### config.mk
export PLATFORM = sky130hd
export DESIGN_NAME = brk_match_unit
export DESIGN_NICKNAME = d
export VERILOG_FILES = /design/src/rtl/brk_pkg.sv /design/src/rtl/brk_regfile.sv /design/src/rtl/brk_addr_cmp.sv /design/src/rtl/brk_pc_cmp.sv /design/src/rtl/brk_match_unit.sv
export SDC_FILE = /design/constraint.sdc
export NUM_CORES = 1
export LEC_CHECK = 0
export BUFFER_PORTS_ARGS = -buffer_cell sky130_fd_sc_hd__buf_2
export CAP_MARGIN = 5
export CELL_PAD_IN_SITES_DETAIL_PLACEMENT = 2
export CELL_PAD_IN_SITES_GLOBAL_PLACEMENT = 2
export CORE_UTILIZATION = 33
export DETAILED_ROUTE_END_ITERATION = 8
export GPL_ROUTABILITY_DRIVEN = 1
export MAX_ROUTING_LAYER = met4
export PLACE_DENSITY = 0.79
export SETUP_SLACK_MARGIN = 0.1
export SYNTH_ARGS = -nofsm -noshare
export SYNTH_HDL_FRONTEND = slang
export SYNTH_SLANG_ARGS = --single-unit
### constraint.sdc
create_clock -name clk -period 2.35 [get_ports clk]
set_input_delay 0.1175 -clock clk [delete_from_list [all_inputs] [get_ports clk]]
set_output_delay 0.1175 -clock clk [all_outputs]
set_load 0.01 [all_outputs]
### src/rtl/brk_pkg.sv
package brk_pkg;
   localparam int CODE_W = 5;

   localparam logic [CODE_W-1:0] CODE_PC_VAL  = 5'h08;
   localparam logic [CODE_W-1:0] CODE_PC_MASK = 5'h09;
   localparam logic [CODE_W-1:0] CODE_ADDR_HI = 5'h0C;
   localparam logic [CODE_W-1:0] CODE_ADDR_LO = 5'h0D;

   typedef enum logic [1:0] {
      TRIG_EXACT   = 2'b00,
      TRIG_INSIDE  = 2'b01,
      TRIG_OUTSIDE = 2'b10,
      TRIG_NONE    = 2'b11
   } trig_mode_e;
endpackage

### src/rtl/brk_regfile.sv
module brk_regfile
   import brk_pkg::*;
#(
   parameter int ADDR_W = 32,
   parameter int PC_W   = 32
) (
   input  logic              clk,
   input  logic              rst_n,
   input  logic              wr_en,
   input  logic [CODE_W-1:0] wr_code,
   input  logic [31:0]       wr_data,
   input  logic              wr_sup,
   input  logic              wr_dbg,
   output logic [ADDR_W-1:0] lo_q,
   output logic [ADDR_W-1:0] hi_q,
   output logic [PC_W-1:0]   pcv_q,
   output logic [PC_W-1:0]   pcm_q
);
   logic wr_ok;
   logic sel_lo, sel_hi, sel_pcv, sel_pcm;

   always_comb begin
      wr_ok   = wr_en && (wr_sup || wr_dbg);
      sel_lo  = wr_ok && (wr_code == CODE_ADDR_LO);
      sel_hi  = wr_ok && (wr_code == CODE_ADDR_HI);
      sel_pcv = wr_ok && (wr_code == CODE_PC_VAL);
      sel_pcm = wr_ok && (wr_code == CODE_PC_MASK);
   end

   always_ff @(posedge clk) begin
      if (!rst_n) begin
         lo_q  <= '0;
         hi_q  <= '0;
         pcv_q <= '0;
         pcm_q <= '0;
      end else begin
         if (sel_lo)  lo_q  <= wr_data[ADDR_W-1:0];
         if (sel_hi)  hi_q  <= wr_data[ADDR_W-1:0];
         if (sel_pcv) pcv_q <= wr_data[PC_W-1:0];
         if (sel_pcm) pcm_q <= wr_data[PC_W-1:0];
      end
   end
endmodule

### src/rtl/brk_addr_cmp.sv
module brk_addr_cmp
   import brk_pkg::*;
#(
   parameter int ADDR_W = 32
) (
   input  logic              clk,
   input  logic              rst_n,
   input  logic [1:0]        mode,
   input  logic              enable,
   input  logic              valid,
   input  logic [ADDR_W-1:0] addr,
   input  logic [ADDR_W-1:0] lo,
   input  logic [ADDR_W-1:0] hi,
   output logic              hit
);
   logic eq_lo, ge_lo, le_hi, in_rng, match;

   always_comb begin
      eq_lo  = (addr == lo);
      ge_lo  = (addr >= lo);
      le_hi  = (addr <= hi);
      in_rng = ge_lo && le_hi;
      unique case (trig_mode_e'(mode))
         TRIG_EXACT:   match = eq_lo;
         TRIG_INSIDE:  match = in_rng;
         TRIG_OUTSIDE: match = !in_rng;
         default:      match = 1'b0;
      endcase
   end

   always_ff @(posedge clk) begin
      if (!rst_n) hit <= 1'b0;
      else        hit <= valid && enable && match;
   end
endmodule

### src/rtl/brk_pc_cmp.sv
module brk_pc_cmp #(
   parameter int PC_W = 32
) (
   input  logic            clk,
   input  logic            rst_n,
   input  logic            enable,
   input  logic            valid,
   input  logic [PC_W-1:0] pc,
   input  logic [PC_W-1:0] bp,
   input  logic [PC_W-1:0] mask,
   output logic            hit
);
   logic [PC_W-1:0] bit_ok;

   for (genvar i = 0; i < PC_W; i++) begin : g_bit
      assign bit_ok[i] = mask[i] || (pc[i] == bp[i]);
   end

   always_ff @(posedge clk) begin
      if (!rst_n) hit <= 1'b0;
      else        hit <= valid && enable && (&bit_ok);
   end
endmodule

### src/rtl/brk_match_unit.sv
module brk_match_unit
   import brk_pkg::*;
#(
   parameter int ADDR_W = 32,
   parameter int PC_W   = 32
) (
   input  logic              clk,
   input  logic              rst_n,
   input  logic              wr_en,
   input  logic [4:0]        wr_code,
   input  logic [31:0]       wr_data,
   input  logic              wr_sup,
   input  logic              wr_dbg,
   input  logic [1:0]        trig_mode,
   input  logic              addr_en,
   input  logic              pc_en,
   input  logic              bus_valid,
   input  logic [ADDR_W-1:0] bus_addr,
   input  logic              pc_valid,
   input  logic [PC_W-1:0]   pc_val,
   output logic              addr_hit,
   output logic              pc_hit
);
   if (ADDR_W < 1 || ADDR_W > 32) begin : g_chk_aw
      $error("brk_match_unit: ADDR_W must be 1..32");
   end
   if (PC_W < 1 || PC_W > 32) begin : g_chk_pw
      $error("brk_match_unit: PC_W must be 1..32");
   end

   logic [ADDR_W-1:0] lo_q, hi_q;
   logic [PC_W-1:0]   pcv_q, pcm_q;

   brk_regfile #(.ADDR_W(ADDR_W), .PC_W(PC_W)) u_regs (
      .clk(clk), .rst_n(rst_n),
      .wr_en(wr_en), .wr_code(wr_code), .wr_data(wr_data),
      .wr_sup(wr_sup), .wr_dbg(wr_dbg),
      .lo_q(lo_q), .hi_q(hi_q), .pcv_q(pcv_q), .pcm_q(pcm_q)
   );

   brk_addr_cmp #(.ADDR_W(ADDR_W)) u_acmp (
      .clk(clk), .rst_n(rst_n), .mode(trig_mode), .enable(addr_en),
      .valid(bus_valid), .addr(bus_addr), .lo(lo_q), .hi(hi_q),
      .hit(addr_hit)
   );

   brk_pc_cmp #(.PC_W(PC_W)) u_pcmp (
      .clk(clk), .rst_n(rst_n), .enable(pc_en), .valid(pc_valid),
      .pc(pc_val), .bp(pcv_q), .mask(pcm_q), .hit(pc_hit)
   );
endmodule

==> run metrics, run 1 <==
Mapped Nets=just over 1000; Worst setup SP type=flip-flop; latest clock arrival within the worst-skew pair=0.43 ns; Worst Tran Pin Value=~0.74 ns; CTS Buffer Depth=2; Most used DFF post-synth=dfxtp_1; synthesized area=between 0.006 and 0.007 mm^2; crit-path max cell delay=0.55 ns; metal2 WL=13090 um; Worst R2R End=u_acmp.hit; Pleak=roughly 3 nW; Worst Path Max Fanout=3; first-pass GRT wire length=approximately 40000 um; Tot Pwr=approximately 0.0054 W; num ports=between 100 and 150; number of buffers created by CTS=17; pins over their slew limit=0; crit path to=u_acmp.hit; worst-case reg-to-reg path depth=8; Met1 Wirelength=between 10000 and 15000 um; Synth Area per Inst=7.990 um^2; drt via density=5.134; global-route usage over all layers=0.2539; critical-path cell list=inv_2 > ha_4 > nand4_1 > or4_4 > nor2_4 > nor4_1 > a211oi_2 > mux2_4; Initial Utilization=0.3377; R2R setup slack=between 0.04 and 0.05 ns; CP startpoint=u_regs.hi_q[11]; worst path required time=roughly 2.7 ns; Seq cells post-synth=130; buffer and inverter count on the worst path=1; register area share after synthesis=0.3796; Ys Warns=0; H-tree levels=4; period utilization=0.9793; die width=146.1 um; min cycle time layout=2.301 ns; via count=roughly 6500; sequential share of power=0.411; Synth Instances=858; Worst EP arrival=around 2.6 ns; Post-synth EDFFs=0; Max Clock Freq=roughly 430 MHz; vias in the first global route=7286; RR Startpoint=u_regs.hi_q[11]; port buffer count=~110; met3 WL=1193 um; internal power=about 0.0040 W; post-synthesis mux area share=0.002190; commonest cells after routing, fill and taps aside=277 x nand2_1, 122 x dfxtp_1, 113 x buf_2, 96 x a21boi_0, 60 x inv_1; final clock skew=~0.0073 ns; Clock Power Share=0.486; main combinational cell family by area after synthesis=compound AO/OA/AOI/OAI gates; Iter 0 DRT Violations=201; Routed WL per cell=roughly 21 um; # clock sinks=130; status=finished clean; Post-DP HPWL=around 17000 um; async set or reset register ratio after synthesis=0; min-delay worst type=primary input to flip-flop; # DRC=0; Finish-stage setup viols=0; post-place setup slack=roughly 0.025 ns; antenna violations before repair=2; filler instances=2336; area share of fa/ha/maj cells after synthesis=0.1168; relative slew slack=0.5090; TritonRoute pass-1 iters=4; share of layout cells above drive strength 1=0.1972; Post-Synth Simple-Gate Area=0.1938; Die Ht=between 100 and 150 um; GRT Residual Overflow=0; commonest non-fill, non-tap cell in the layout=nand2_1; CTS tree=yes; CP Capture Type=flip-flop; Netlist cell types=just over 40; placed insts=between 1000 and 1500; xor/xnor share of the synthesized area=0.04088; Fin Setup TNS=0 ns; switching power=approximately 0.0014 W; worst setup margin=approximately 0.049 ns; maximum VDD drop=0.4928 mV; Crit. path cell count=8; Syn-to-layout area delta=25.35%; highest routed layer=met4; Layout Nets=~1200; slowest stage cell, crit path=or4_4; Core Footprint=approximately 0.020 mm^2; largest net degree at the start of global routing=84; clock slew at reported path FFs=0.06 ns; Max Cap Viol=0; final RePlAce weighted congestion=between 0.7 and 0.8; Die Area=0.02135 mm^2; final std cells w/o fill=about 1300; final core occ=0.4233; Sw Share=0.2522; Setup CP Type=flip-flop to flip-flop; drt total wl=around 26000 um; root buffer cell=clkbuf_16; hold violation total from the final report=0; RSZ-0062 raised after global routing=true; Synth Area in Compound Gates=0.2061; Comb pwr share=0.103; row cnt=52; Power Dens Cells=629.8 mW/mm^2; number of nets still failing antenna checks after routing=0; Top delay family on crit path=simple AND/OR/NAND/NOR gates
## power groups by stage
stage	sequential [W]	clock (W)	combinational, W
floorplan	0.00227	0	0.000232
global placement	0.00227	0	0.000473
detailed placement	0.00227	0	0.000488
CTS	0.00223	0.00265	0.000530
global route	0.00223	0.00274	0.000603
finish	0.00223	0.00263	0.000556
## routing by layer
layer | GRT usage | vias to the layer above
li1 | - | 3096
met1 | 0.2926 | 3208
met2 | 0.4390 | 149
met3 | 0.04219 | 52
met4 | 0.09792 | 0
met5 | - | -
## what timing repair did
action                                 CTS  global route
setup endpoints to repair                1             1
pin swaps                                8            13
hold buffers                            16             0
endpoints found under the hold margin   40             0
setup buffers                            2             2
gates resized for setup                 10            24
## layout make-up
type	count	area (um^2)	share of cell area
Clock buffer	22	454.2	0.05285
Timing Repair Buffer	146	853.3	0.09930
Multi-Input combinational cell	621	3974	0.4624
Tap cell	270	337.8	0.03931
Inverter	65	244.0	0.02839
Clock inverter	10	110.1	0.01281
Sequential cell	130	2613	0.3040
Antenna cell	3	7.507	0.0008736
## synthesized netlist by cell type (4+ instances only)
library cell | instances | area share
nand2_1 | 277 | 0.15
a21o_1 | 4 | 0.0044
a21boi_1 | 32 | 0.035
ha_1 | 64 | 0.12
nor2_1 | 11 | 0.0060
a21oi_1 | 25 | 0.018
a21boi_0 | 96 | 0.11
clkbuf_1 | 31 | 0.017
buf_2 | 11 | 0.0080
o21ai_0 | 7 | 0.0051
xnor2_1 | 32 | 0.041
nand3_1 | 7 | 0.0051
inv_1 | 65 | 0.036
nand4_1 | 9 | 0.0082
nor3_1 | 7 | 0.0051
o22ai_1 | 11 | 0.010
dfxtp_1 | 130 | 0.38
## worst reg2reg max path, delay by kind of cell (launching register included)
family	cells	cell delay, ns
muxes	1	0.32
buffers and inverters	1	0.05
DFF	1	0.35
adders and majority gates	1	0.27
AOI/OAI and AO/OA	1	0.25
and+or+nand+nor	4	0.95
## how the worst min path moves through the flow
| stage | start | to | slack (ns) | cells after the start |
|---|---|---|---|---|
| floorplan | wr_data[30] | u_regs.hi_q[30] | 0.25 | 2 |
| detailed placement | wr_data[23] | u_regs.lo_q[23] | 0.41 | 3 |
| global placement | wr_data[30] | u_regs.hi_q[30] | 0.40 | 3 |
| CTS | wr_data[16] | u_regs.pcv_q[16] | 0.001 | 3 |
| finish | wr_data[15] | u_regs.pcm_q[15] | 0.0002 | 3 |
| global route | wr_data[18] | u_regs.pcv_q[18] | 0.02 | 3 |
## state kept, by name, indices dropped and copies added, names as in the netlist
register,cells
u_pcmp.hit,1
u_acmp.hit,1
u_regs.lo_q,32
u_regs.hi_q,32
u_regs.pcv_q,32
u_regs.pcm_q,32
## stage by stage
stage                     instance area (um^2)  hold slack, ns
final                                     8593       0.0001857
after global routing                      8591         0.01579
after CTS                                 8477       0.0009596
after detailed placement                  7690          0.4142
after global placement                    7690          0.4031
after floorplan                           6855          0.2523
## kinds of logic (layout without fill, tap and decap cells)
group / count (synthesis) / after routing
adders and majority gates: 64 / 64
AOI/OAI and AO/OA: 197 / 197
DFF: 130 / 130
other: 0 / 3
and+or+nand+nor: 327 / 327
buffers and inverters: 107 / 243
muxes: 1 / 1
xor gates and xnor gates: 32 / 32
Power figures use the tool's default switching activity.
==> run 2, diff against run 1 <==
==> constraint.sdc (replaced) <==
create_clock -name clk -period 2.35 [get_ports clk]
set_input_delay 0.3525 -clock clk [delete_from_list [all_inputs] [get_ports clk]]
set_output_delay 0.3525 -clock clk [all_outputs]
set_load 0.01 [all_outputs]
==> run 2 against run 1 <==
Effect of this change: the flow now finishes with violations (negative setup slack); clock skew fell by 0.00072 ns; highest routed layer unchanged; critical endpoint unchanged; largest cell class unchanged; worst hold slack improved by 0.21 ns; cell count fell by 0.24%; sequential power barely moved; via count fell by 2.7%; non-clock buffer count fell by 2.
==> run metrics, run 2 (synthesis gave the netlist of run 1 again) <==
status=finished, violations left; failing checks=negative setup slack; Syn-to-layout area delta=25.86%; commonest cells after routing, fill and taps aside=276 x nand2_1, 121 x dfxtp_1, 113 x buf_2, 96 x a21boi_0, 60 x inv_1; antenna violations before repair=2; maximum VDD drop=0.5085 mV; final std cells w/o fill=approximately 1300; crit-path max cell delay=between 0.6 and 0.7 ns; Power Dens Cells=approximately 640 mW/mm^2; Iter 0 DRT Violations=slightly above 200; Max Cap Viol=0; Routed WL per cell=between 15 and 20 um; drt total wl=about 25000 um; Die Ht=146.1 um; Post-DP HPWL=17040 um; Worst EP arrival=roughly 2.7 ns; filler instances=2338; slowest stage cell, crit path=or4_4; global-route usage over all layers=0.2471; via count=6331; share of layout cells above drive strength 1=0.2137; design area=between 0.008 and 0.009 mm^2; Layout Nets=1155; commonest non-fill, non-tap cell in the layout=nand2_1; row cnt=52; Fin Setup TNS=-0.01745 ns; TritonRoute pass-1 iters=4; Die Area=between 0.02 and 0.025 mm^2; clock slew at reported path FFs=roughly 0.06 ns; Setup CP Type=flip-flop to flip-flop; latest clock arrival within the worst-skew pair=0.43 ns; Finish-stage setup viols=1; min-delay worst type=primary input to flip-flop; number of nets still failing antenna checks after routing=0; worst setup margin=-0.01745 ns; Worst setup SP type=flip-flop; vias in the first global route=between 7000 and 8000; CTS tree=yes; post-place setup slack=-0.1422 ns; Initial Utilization=0.3377; Max Clock Freq=approximately 420 MHz; final clock skew=~0.0066 ns; area of the multi-input gates=around 0.0040 mm^2; Worst Path Max Fanout=2; largest net degree at the start of global routing=82; CP Capture Type=flip-flop; final core occ=0.4250; port buffer count=about 110; Pleak=between 3 and 4 nW; placed inst area=about 0.0078 mm^2; CTS Buffer Depth=2; CTS Hold Bufs=0; H-tree levels=4; Reg area=0.002614 mm^2; pins over their slew limit=0; GRT Residual Overflow=0; min cycle time layout=approximately 2.4 ns; root buffer cell=clkbuf_16; final RePlAce weighted congestion=between 0.7 and 0.8; Core Footprint=slightly above 0.02 mm^2; RSZ-0062 raised after global routing=true; period utilization=1.007; drt via density=approximately 5; num ports=114; die width=approximately 150 um; first-pass GRT wire length=39050 um; # clock sinks=130; critical-path cell list=inv_2 > ha_4 > nand4_1 > or4_4 > nor2_4 > a21oi_2 > a211oi_2 > mux2_4; worst path required time=approximately 2.7 ns; relative slew slack=0.6813; placed insts=about 1200; hold violation total from the final report=0; # DRC=0; number of buffers created by CTS=17; Worst Tran Pin Value=approximately 0.47 ns
==> run 2: path summary, 6_finish.rpt <==
kind                                 startpoint         endpoint  slack (ns)  depth (start not counted)
worst max-delay path            u_regs.hi_q[10]       u_acmp.hit       -0.02                          8
worst min-delay path                wr_data[30]  u_regs.lo_q[30]        0.21                          3
worst max register to register  u_regs.hi_q[10]       u_acmp.hit       -0.02                          8
worst min register to register  u_regs.lo_q[30]  u_regs.lo_q[30]        0.45                          2
==> run 2: repair_timing <==
action / CTS / global route
setup endpoints to repair: 1 / 1
endpoints found under the hold margin: 0 / 0
pin swaps: 11 / 6
gates resized for setup: 24 / 7
buffers inserted: 2 / 5
==> run 2: per-layer routing <==
layer / up-vias / GRT usage / wire [um]
met1: 3115 / 0.2957 / 11500
met5: - / - / 0
met4: 0 / 0.06615 / 386
met3: 27 / 0.03938 / 679
li1: 3088 / - / -
met2: 101 / 0.4286 / 12490
==> run 2: final cells by class <==
class / count / area share
inverters: 65 / 0.02828
clock buffers: 17 / 0.04930
repair buffers: 144 / 0.1002
well taps: 270 / 0.03915
clock inverters: 15 / 0.02132
flip-flops and latches: 130 / 0.3029
diodes: 2 / 0.0005800
multi-input cells: 621 / 0.4582
==> run 2: power breakdown <==
part,leakage [nW],switching [W],internal (W)
Sequential,1.05,0.00000829,0.00222
Clock,0.290,0.00109,0.00168
Combinational,1.76,0.000295,0.000243
Total,3.10,0.00140,0.00414
==> run 2: through the flow <==
stage          total power [W]  hold WS (ns)
3_3_place_gp          0.002760        0.4402
6_report              0.005533        0.2068
5_1_grt               0.005721        0.2137
3_5_place_dp          0.002776        0.4486
4_1_cts               0.005558        0.1918
2_1_floorplan         0.002504        0.4351
==> run 2: critical path: cells and delay by family, from the launching register on <==
family | cells | cell delay (ns)
fa+ha+maj | 1 | 0.27
buf+inv | 1 | 0.06
simple gates | 3 | 0.95
mux | 1 | 0.32
flops | 1 | 0.34
compound gates | 2 | 0.32
==> run 3, diff against run 2 <==
--- a/config.mk
+++ b/config.mk
@@ -14,7 +14,6 @@
 export GPL_ROUTABILITY_DRIVEN = 1
 export MAX_ROUTING_LAYER = met4
 export PLACE_DENSITY = 0.79
-export SETUP_SLACK_MARGIN = 0.1
 export SYNTH_ARGS = -nofsm -noshare
 export SYNTH_HDL_FRONTEND = slang
 export SYNTH_SLANG_ARGS = --single-unit
==> run 3 against run 2 <==
Effect of this change: the flow now finishes without violations; combinational power decreased by 3%; sequential share of layout area increased by 0.11 points; via count decreased by 0.90%; routed wire length decreased by 3.6%; non-clock buffer count decreased by 3; largest power group unchanged.
==> run metrics, run 3 (synthesis gave the netlist of run 1 again) <==
clock slew at reported path FFs=about 0.060 ns; row cnt=52; share of layout cells above drive strength 1=0.2053; antenna violations before repair=2; # DRC=0; pins over their slew limit=0; CP Capture Type=flip-flop; vias in the first global route=around 7000; Layout Nets=1152; Iter 0 DRT Violations=between 200 and 250; min-delay worst type=primary input to flip-flop; Die Ht=146.1 um; Worst Tran Pin Value=roughly 0.48 ns; drt total wl=24170 um; latest clock arrival within the worst-skew pair=~0.43 ns; final clock skew=0.006593 ns; relative slew slack=0.6784; Syn-to-layout area delta=25.33%; GRT Residual Overflow=0; drt via density=roughly 5; Reg area=approximately 0.0026 mm^2; final std cells w/o fill=1261; Die Area=0.02135 mm^2; TritonRoute pass-1 iters=4; H-tree levels=4; maximum VDD drop=between 0.5 and 0.6 mV; # clock sinks=130; Worst setup SP type=flip-flop; CTS Hold Bufs=0; Finish-stage setup viols=0; root buffer cell=clkbuf_16; Routed WL per cell=about 19 um; Tot Pwr=around 0.0055 W; period utilization=0.9714; num ports=about 110; Power Dens Cells=between 600 and 700 mW/mm^2; Worst Path Max Fanout=2; first-pass GRT wire length=37980 um; global-route usage over all layers=0.2392; CTS Buffer Depth=2; Post-DP HPWL=about 17000 um; area of the multi-input gates=slightly below 0.004 mm^2; Worst EP arrival=approximately 2.6 ns; hold violation total from the final report=0; placed insts=~1200; number of buffers created by CTS=17; commonest cells after routing, fill and taps aside=277 x nand2_1, 122 x dfxtp_1, 113 x buf_2, 96 x a21boi_0, 63 x inv_1; Hold WS=roughly 0.2 ns; final RePlAce weighted congestion=roughly 0.80; port buffer count=roughly 110; number of nets still failing antenna checks after routing=0; Max Cap Viol=0; Max Clock Freq=between 400 and 500 MHz; Core Footprint=between 0.02 and 0.025 mm^2; min cycle time layout=~2.3 ns; Pleak=3.085 nW; Setup CP Type=flip-flop to flip-flop; Initial Utilization=0.3377; largest net degree at the start of global routing=82; status=finished clean; via count=roughly 6300; die width=around 150 um; commonest non-fill, non-tap cell in the layout=nand2_1; filler instances=between 2000 and 2500; CTS tree=yes; worst path required time=around 2.7 ns
run 3: what timing repair did:
action,in CTS,in global routing
endpoints found under the setup margin,1,1
setup buffers,0,4
pin swaps,2,8
gates resized for setup,5,20
run 3: path summary, 6_finish.rpt:
check                                      from              end  slack (ns)  depth (start not counted)
worst max register to register  u_regs.hi_q[15]       u_acmp.hit        0.07                          8
worst min-delay path                wr_data[30]  u_regs.lo_q[30]        0.20                          3
worst min register to register  u_regs.lo_q[21]  u_regs.lo_q[21]        0.45                          2
worst max-delay path            u_regs.hi_q[15]       u_acmp.hit        0.07                          8
run 3: metrics by stage:
step	instance area, um^2	TNS, ns	setup WS (ns)	utilization
after global placement	7835	-0.05899	-0.05899	0.3860
after global routing	8592	-0.03274	-0.03274	0.4233
final	8592	0	0.06731	0.4233
after floorplan	6855	0	0.1801	-
after detailed placement	7835	-0.1422	-0.1422	0.3860
after CTS	8457	0	0.003321	0.4166
run 3: cell type report:
class | count | area share
flip-flops and latches | 130 | 0.3041
clock buffers | 17 | 0.04951
inverters | 65 | 0.02840
repair buffers | 141 | 0.09757
well taps | 270 | 0.03932
multi-input cells | 621 | 0.4592
diodes | 2 | 0.0005825
clock inverters | 15 | 0.02141
run 3: critical path: stages, from the launching register on:
cell and delay (ns):
dfxtp_2 0.33, inv_1 0.07, ha_4 0.27, nand4_1 0.14, or4_4 0.59, nor2_4 0.12
nor4_1 0.07, a211oi_2 0.27, mux2_4 0.32
run 3: metal layers:
metal,track usage,wire length [um],share of wire
met5,-,0,0
met4,0.06302,297,0.012
met3,0.04031,725,0.030
met2,0.4048,11940,0.49
met1,0.2934,11200,0.46
run 3: power breakdown:
part | leakage [nW] | switching (W) | total, W | internal (W)
registers | 1.05 | 0.00000797 | 0.00223 | 0.00222
clock network | 0.290 | 0.00109 | 0.00277 | 0.00168
logic | 1.74 | 0.000287 | 0.000524 | 0.000237
total | 3.09 | 0.00139 | 0.00552 | 0.00413
